<file path="config.mk">
export PLATFORM = sky130hd
export DESIGN_NAME = spi_reg_slave
export DESIGN_NICKNAME = d
export VERILOG_FILES = /design/src/rtl/spi_reg_pkg.sv /design/src/rtl/spi_pin_sync.sv /design/src/rtl/spi_reg_bank.sv /design/src/rtl/spi_frame_ctrl.sv /design/src/rtl/spi_reg_slave.sv
export SDC_FILE = /design/constraint.sdc
export NUM_CORES = 1
export LEC_CHECK = 0
export BUFFER_PORTS_ARGS = -buffer_cell sky130_fd_sc_hd__buf_2
export CORE_MARGIN = 2
export CORE_UTILIZATION = 55
export CTS_CLUSTER_SIZE = 12
export DETAILED_ROUTE_END_ITERATION = 12
export HOLD_SLACK_MARGIN = 0.1
export PLACE_DENSITY = 0.74
export SLEW_MARGIN = 30
export SYNTH_ARGS = -nofsm -noshare
export SYNTH_HDL_FRONTEND = slang
export SYNTH_SLANG_ARGS = --single-unit
</file>
<file path="constraint.sdc">
create_clock -name clk_i -period 5.2 [get_ports clk_i]
set_clock_uncertainty 0.1 [all_clocks]
set_input_delay 1.04 -clock clk_i [delete_from_list [all_inputs] [get_ports clk_i]]
set_output_delay 1.04 -clock clk_i [all_outputs]
set_load 0.02 [all_outputs]
</file>
<file path="src/rtl/spi_reg_pkg.sv">
package spi_reg_pkg;
  typedef enum logic {PH_CMD = 1'b0, PH_DATA = 1'b1} phase_e;
endpackage

</file>
<file path="src/rtl/spi_pin_sync.sv">
module spi_pin_sync #(
  parameter int unsigned WIDTH   = 3,
  parameter int unsigned STAGES  = 2,
  parameter logic [WIDTH-1:0] RST_VAL = '0
) (
  input  logic             clk_i,
  input  logic             rst_ni,
  input  logic [WIDTH-1:0] async_i,
  output logic [WIDTH-1:0] sync_o
);
  logic [WIDTH-1:0] pipe_q [STAGES];

  for (genvar s = 0; s < STAGES; s++) begin : g_stage
    always_ff @(posedge clk_i or negedge rst_ni) begin
      if (!rst_ni) pipe_q[s] <= RST_VAL;
      else if (s == 0) pipe_q[s] <= async_i;
      else pipe_q[s] <= pipe_q[(s == 0) ? 0 : s-1];
    end
  end

  assign sync_o = pipe_q[STAGES-1];
endmodule

</file>
<file path="src/rtl/spi_reg_bank.sv">
module spi_reg_bank #(
  parameter int unsigned AW = 6,
  parameter int unsigned DW = 8
) (
  input  logic          clk_i,
  input  logic          rst_ni,
  input  logic          we_i,
  input  logic [AW-1:0] waddr_i,
  input  logic [DW-1:0] wdata_i,
  input  logic [AW-1:0] raddr_i,
  output logic [DW-1:0] rdata_o
);
  localparam int unsigned DEPTH = 1 << AW;

  logic [DW-1:0] mem_q [DEPTH];

  for (genvar i = 0; i < DEPTH; i++) begin : g_reg
    always_ff @(posedge clk_i or negedge rst_ni) begin
      if (!rst_ni) mem_q[i] <= '0;
      else if (we_i && waddr_i == AW'(i)) mem_q[i] <= wdata_i;
    end
  end

  assign rdata_o = mem_q[raddr_i];
endmodule

</file>
<file path="src/rtl/spi_frame_ctrl.sv">
module spi_frame_ctrl
  import spi_reg_pkg::*;
#(
  parameter int unsigned AW = 6,
  parameter int unsigned DW = 8
) (
  input  logic          clk_i,
  input  logic          rst_ni,
  input  logic          cs_act_i,
  input  logic          sck_i,
  input  logic          din_i,
  input  logic [DW-1:0] rd_data_i,
  output logic [AW-1:0] rd_addr_o,
  output logic          we_o,
  output logic [AW-1:0] waddr_o,
  output logic [DW-1:0] wdata_o,
  output logic          tx_bit_o,
  output phase_e        phase_o,
  output logic [$clog2(DW)-1:0] bit_cnt_o,
  output logic [AW-1:0] addr_o,
  output logic          wr_cmd_o,
  output logic          inc_o,
  output logic          byte_done_o
);
  localparam int unsigned CNT_W   = $clog2(DW);
  localparam int unsigned DIR_BIT = DW - 1;
  localparam int unsigned INC_BIT = DW - 2;

  logic              sck_q;
  logic              sck_rise, sck_fall;
  logic [CNT_W-1:0]  bit_cnt_q;
  logic [DW-1:0]     rx_q, rx_next, tx_q;
  logic [AW-1:0]     addr_q, next_addr;
  logic              wr_q, inc_q;
  phase_e            phase_q;
  logic              byte_done, cmd_done, data_done, rd_load;

  always_ff @(posedge clk_i or negedge rst_ni) begin
    if (!rst_ni) sck_q <= 1'b0;
    else sck_q <= sck_i;
  end

  assign sck_rise  = cs_act_i && sck_i && !sck_q;
  assign sck_fall  = cs_act_i && !sck_i && sck_q;
  assign rx_next   = {rx_q[DW-2:0], din_i};
  assign byte_done = sck_rise && (bit_cnt_q == CNT_W'(DW-1));
  assign cmd_done  = byte_done && (phase_q == PH_CMD);
  assign data_done = byte_done && (phase_q == PH_DATA);
  assign next_addr = inc_q ? addr_q + AW'(1) : addr_q;
  assign rd_addr_o = (phase_q == PH_CMD) ? rx_next[AW-1:0] : next_addr;
  // prefetch so the MSB is on the line before the first rise of the byte
  assign rd_load   = (cmd_done && !rx_next[DIR_BIT]) || (data_done && !wr_q);

  always_ff @(posedge clk_i or negedge rst_ni) begin
    if (!rst_ni) begin
      bit_cnt_q <= '0;
      rx_q      <= '0;
      phase_q   <= PH_CMD;
      addr_q    <= '0;
      wr_q      <= 1'b0;
      inc_q     <= 1'b0;
    end else if (!cs_act_i) begin
      bit_cnt_q <= '0;
      phase_q   <= PH_CMD;
    end else if (sck_rise) begin
      rx_q      <= rx_next;
      bit_cnt_q <= byte_done ? '0 : bit_cnt_q + CNT_W'(1);
      if (cmd_done) begin
        wr_q    <= rx_next[DIR_BIT];
        inc_q   <= rx_next[INC_BIT];
        addr_q  <= rx_next[AW-1:0];
        phase_q <= PH_DATA;
      end else if (data_done) begin
        addr_q  <= next_addr;
      end
    end
  end

  always_ff @(posedge clk_i or negedge rst_ni) begin
    if (!rst_ni) tx_q <= '0;
    else if (rd_load) tx_q <= rd_data_i;
    else if (sck_fall && bit_cnt_q != '0) tx_q <= {tx_q[DW-2:0], 1'b0};
  end

  assign we_o        = data_done && wr_q;
  assign waddr_o     = addr_q;
  assign wdata_o     = rx_next;
  assign tx_bit_o    = tx_q[DW-1];
  assign phase_o     = phase_q;
  assign bit_cnt_o   = bit_cnt_q;
  assign addr_o      = addr_q;
  assign wr_cmd_o    = wr_q;
  assign inc_o       = inc_q;
  assign byte_done_o = byte_done;
endmodule

</file>
<file path="src/rtl/spi_reg_slave.sv">
module spi_reg_slave
  import spi_reg_pkg::*;
#(
  parameter int unsigned AW          = 6,
  parameter int unsigned DW          = 8,
  parameter int unsigned SYNC_STAGES = 2
) (
  input  logic          clk_i,
  input  logic          rst_ni,
  input  logic          three_wire_i,
  input  logic          cs_ni,
  input  logic          sck_i,
  input  logic          mosi_i,
  input  logic          sdio_i,
  output logic          sdo_o,
  output logic          miso_oe_o,
  output logic          sdio_oe_o,
  output logic          reg_we_o,
  output logic [AW-1:0] reg_addr_o,
  output logic [DW-1:0] reg_wdata_o
);
  localparam int unsigned CNT_W = $clog2(DW);

  logic [2:0]       pins_sync;
  logic             cs_act, sck_s, din_s;
  logic [AW-1:0]    rd_addr;
  logic [DW-1:0]    rd_data;
  logic             tx_bit;
  phase_e           phase;
  logic [CNT_W-1:0] bit_cnt;
  logic [AW-1:0]    addr;
  logic             wr_cmd, inc, byte_done;

  spi_pin_sync #(
    .WIDTH  (3),
    .STAGES (SYNC_STAGES),
    .RST_VAL(3'b100)
  ) u_sync (
    .clk_i  (clk_i),
    .rst_ni (rst_ni),
    .async_i({cs_ni, sck_i, three_wire_i ? sdio_i : mosi_i}),
    .sync_o (pins_sync)
  );

  assign cs_act = !pins_sync[2];
  assign sck_s  = pins_sync[1];
  assign din_s  = pins_sync[0];

  spi_frame_ctrl #(.AW(AW), .DW(DW)) u_ctrl (
    .clk_i      (clk_i),
    .rst_ni     (rst_ni),
    .cs_act_i   (cs_act),
    .sck_i      (sck_s),
    .din_i      (din_s),
    .rd_data_i  (rd_data),
    .rd_addr_o  (rd_addr),
    .we_o       (reg_we_o),
    .waddr_o    (reg_addr_o),
    .wdata_o    (reg_wdata_o),
    .tx_bit_o   (tx_bit),
    .phase_o    (phase),
    .bit_cnt_o  (bit_cnt),
    .addr_o     (addr),
    .wr_cmd_o   (wr_cmd),
    .inc_o      (inc),
    .byte_done_o(byte_done)
  );

  spi_reg_bank #(.AW(AW), .DW(DW)) u_bank (
    .clk_i  (clk_i),
    .rst_ni (rst_ni),
    .we_i   (reg_we_o),
    .waddr_i(reg_addr_o),
    .wdata_i(reg_wdata_o),
    .raddr_i(rd_addr),
    .rdata_o(rd_data)
  );

  assign sdo_o     = tx_bit;
  assign miso_oe_o = cs_act && !three_wire_i;
  assign sdio_oe_o = cs_act && three_wire_i && (phase == PH_DATA) && !wr_cmd;
endmodule

</file>
==> results.cfg <==
[cells_and_area]
nNetsFinal = 1868
finish.utilization = 0.614
area_used_by_sequential_logic_in_the_layout_sq_um = 13700
mostFrequentLayoutCell = sky130_fd_sc_hd__dfrtp_1
insertedDiodeCount = 0
flow.area_growth_from_synthesis_pct = 9.96
final_cell_count_no_fill = 2493
stdcell_area_sq_um = 27900
fraction_of_layout_cells_with_a_size_suffix_above_1 = 0.372
fillers = 3532
multi_input_area_sq_um = 11100
layout.cells.most_common_list = 537 x sky130_fd_sc_hd__dfrtp_1, 446 x sky130_fd_sc_hd__mux2_2, 249 x sky130_fd_sc_hd__nand2_1

[logic_synthesis]
sequential_area_share_after_synthesis = 0.538
synth_fa_ha_area_frac = 0.00345
syn_inst_count = 1872
ys_seq_elements = 546
synthXorXnorAreaFrac = 0.000986
synth_enable_flop_cells = 0
postSynthNetCount = 1886
post_synth_num_cell_types = 67
synthesis.yosys.warnings = 0
syn-mean-instance-area_sq_um = 13.6
synth.cell_area_sq_um = 25400
synth-simple-area-share = 0.0751
synth.mux.area_fraction = 0.323
synth_top_family_by_area = multiplexers
async_reset_ff_frac = 1.00
synth_compound_area_frac = 0.0329
synth_flop_cell = sky130_fd_sc_hd__dfrtp_1

[worst_setup_path]
timing.critical_path.from_type = flip-flop
worstRegToRegCells = 8
cp_slowest_stage_delay_ns = 0.79
timing.critical_path.arrival_ns = 2.87
critPathCaptureType = primary output
critPathKind = reg2out
worst_path_required_ns = 4.06
critPathMaxFanout = 15
crit_path_cell_trace = clkinv_1 > nor4b_1 > buf_2
cpMaxStageDelayCell = sky130_fd_sc_hd__nor4b_1

[grt]
globalRoute.totalOverflow = 0
grt_pass1_wl_microns = 99400
grt_max_degree = 104
track_usage = 0.275
antenna_found_initial = 0
via_count_of_the_first_global_routing_pass = 16200

[timing]
clock.fmax_mhz = 249
grt_setup_unrepaired = no
slew_viol_final = 0
period_minus_slack_ns = 4.01
tightestPinTransition_ns = 0.993
min_period_over_period = 0.771
fin_setup_tns_ns = 0
timing.max_slew.rel_slack = 0.338
report.final.setup_viol = 0
timing.final.hold_violations = 0

[status]
run_status = finished clean

[pwr]
total_power_mw = 9.93
p_per_area_nw_per_um2 = 356
irDropWorstVdd_mv = 0.355
power_leakage_nw = 13.5

[min_path]
min_delay_path_depth = 0
worst_hold_path_type = reg2reg

[clock_tree]
clk_pin_slew_ns = 0.06
cts_max_path_buffers = 3
clkLatencyLatePin_ns = 0.62
cts.htree.levels = 2
buffers_inserted_during_post_cts_setup_optimization = 0
cts_buffers = 57
cts_hold_buf = 0
post_cts.resized_instances = 0
tritoncts = yes
cts.sinks = 546
clock-root-buffer = sky130_fd_sc_hd__clkbuf_16

[route]
viasPerCell = 6.36
total_number_of_vias = 15900
routed_wl_microns = 63100
drt.antenna.violating_nets = 0
number_of_drc_violations_after_detailed_routing_iteration_0 = 1364
detail_route.wl_per_cell_microns = 25.3
firstDrtPassIters = 7
route.detailed.drc = 0

[placed_design]
placed_cells_incl_taps = 2395
placement.cell_area_sq_um = 26000
buffer_ports.inserted = 24
hpwl_detailed_microns = 40100
finalWeightedCongestion = 0.938

[die]
design.portCount = 25
design.die.area_sq_um = 47900
core-area_sq_um = 45500
start_util = 0.558
rows = 78
die-height_microns = 219
die_x_microns = 219

[run]
timing.max_cap.violations = 0
-- final timing paths --
kind,start,slack [ns],endpoint
max,u_ctrl.phase_o,1.19,sdio_oe_o
min,u_sync.pipe_q[3],0.25,u_sync.sync_o[0]
max reg2reg,u_ctrl.phase_o,1.25,u_ctrl.tx_q[4]
min reg2reg,u_sync.pipe_q[3],0.25,u_sync.sync_o[0]
max in group asynchronous,rst_ni,3.43,u_ctrl.rx_q[0]
min in group asynchronous,rst_ni,0.39,u_bank.mem_q[10]
-- final cells by class --
| type | instances | area share |
|---|---|---|
| flip-flops and latches | 546 | 0.490 |
| clock buffers | 88 | 0.0618 |
| inverters | 16 | 0.00215 |
| clock inverters | 10 | 0.00587 |
| multi-input cells | 1181 | 0.398 |
| repair buffers | 52 | 0.0156 |
| well taps | 600 | 0.0269 |
-- through the flow --
stage | hold slack (ns) | worst slack [ns]
after detailed placement | 0.236 | 1.35
after global placement | 0.239 | 1.39
after CTS | 0.249 | 1.25
final | 0.248 | 1.19
after floorplan | 0.231 | 2.31
after global routing | 0.262 | 0.971
-- flip-flops by register name (all words and copies together), names as in the netlist --
| name | flops |
|---|---|
| u_ctrl.inc_o | 1 |
| u_ctrl.wr_cmd_o | 1 |
| u_bank.mem_q | 512 |
| u_ctrl.phase_o | 1 |
| u_ctrl.tx_q | 8 |
| u_ctrl.sck_q | 1 |
| u_ctrl.rx_q | 7 |
| u_sync.sync_o | 3 |
| u_ctrl.addr_o | 6 |
| u_ctrl.bit_cnt_o | 3 |
| u_sync.pipe_q | 3 |
-- kinds of logic after synthesis --
family / count (synthesis)
AOI/OAI and AO/OA: 123
buffers and inverters: 145
DFF: 546
muxes: 643
adders and majority gates: 7
and+or+nand+nor: 406
xor gates and xnor gates: 2
-- critical path: cells and delay by family (launching register included) --
kind                   cells  cell delay, ns
AND/OR/NAND/NOR            1            0.79
buffers and inverters      2            0.74
flip-flops                 1            0.73
-- per-layer routing --
metal / routed length (microns) / GRT usage
met1: 27200 / 0.392
met2: 29000 / 0.421
met3: 4660 / 0.0582
met4: 2260 / 0.0982
met5: 0 / 0
-- power breakdown --
part | switching [mW] | internal (mW)
Combinational | 1.18 | 0.325
Sequential | 0.0475 | 4.28
Clock | 1.64 | 2.45
-- synth_stat cells, drive strengths merged (6+ instances only) --
| cell | instances | share of area |
|---|---|---|
| buf | 44 | 0.012 |
| clkbuf | 85 | 0.013 |
| dfrtp | 544 | 0.54 |
| mux2i | 39 | 0.015 |
| nand2 | 249 | 0.037 |
| a31oi | 17 | 0.0044 |
| ha | 7 | 0.0034 |
| nor2 | 15 | 0.0025 |
| nor3 | 19 | 0.0045 |
| a22oi | 7 | 0.0021 |
| a21oi | 28 | 0.0057 |
| or3 | 6 | 0.0015 |
| inv | 15 | 0.0022 |
| o221ai | 7 | 0.0024 |
| and3 | 15 | 0.0037 |
| o211ai | 9 | 0.0027 |
| nor4 | 10 | 0.0035 |
| mux4 | 88 | 0.079 |
| o21ai | 26 | 0.0053 |
| nand3 | 44 | 0.0087 |
| and2 | 8 | 0.0020 |
| mux2 | 516 | 0.23 |
| nand4 | 19 | 0.0053 |
No activity file was read; power rests on OpenSTA's default activity.
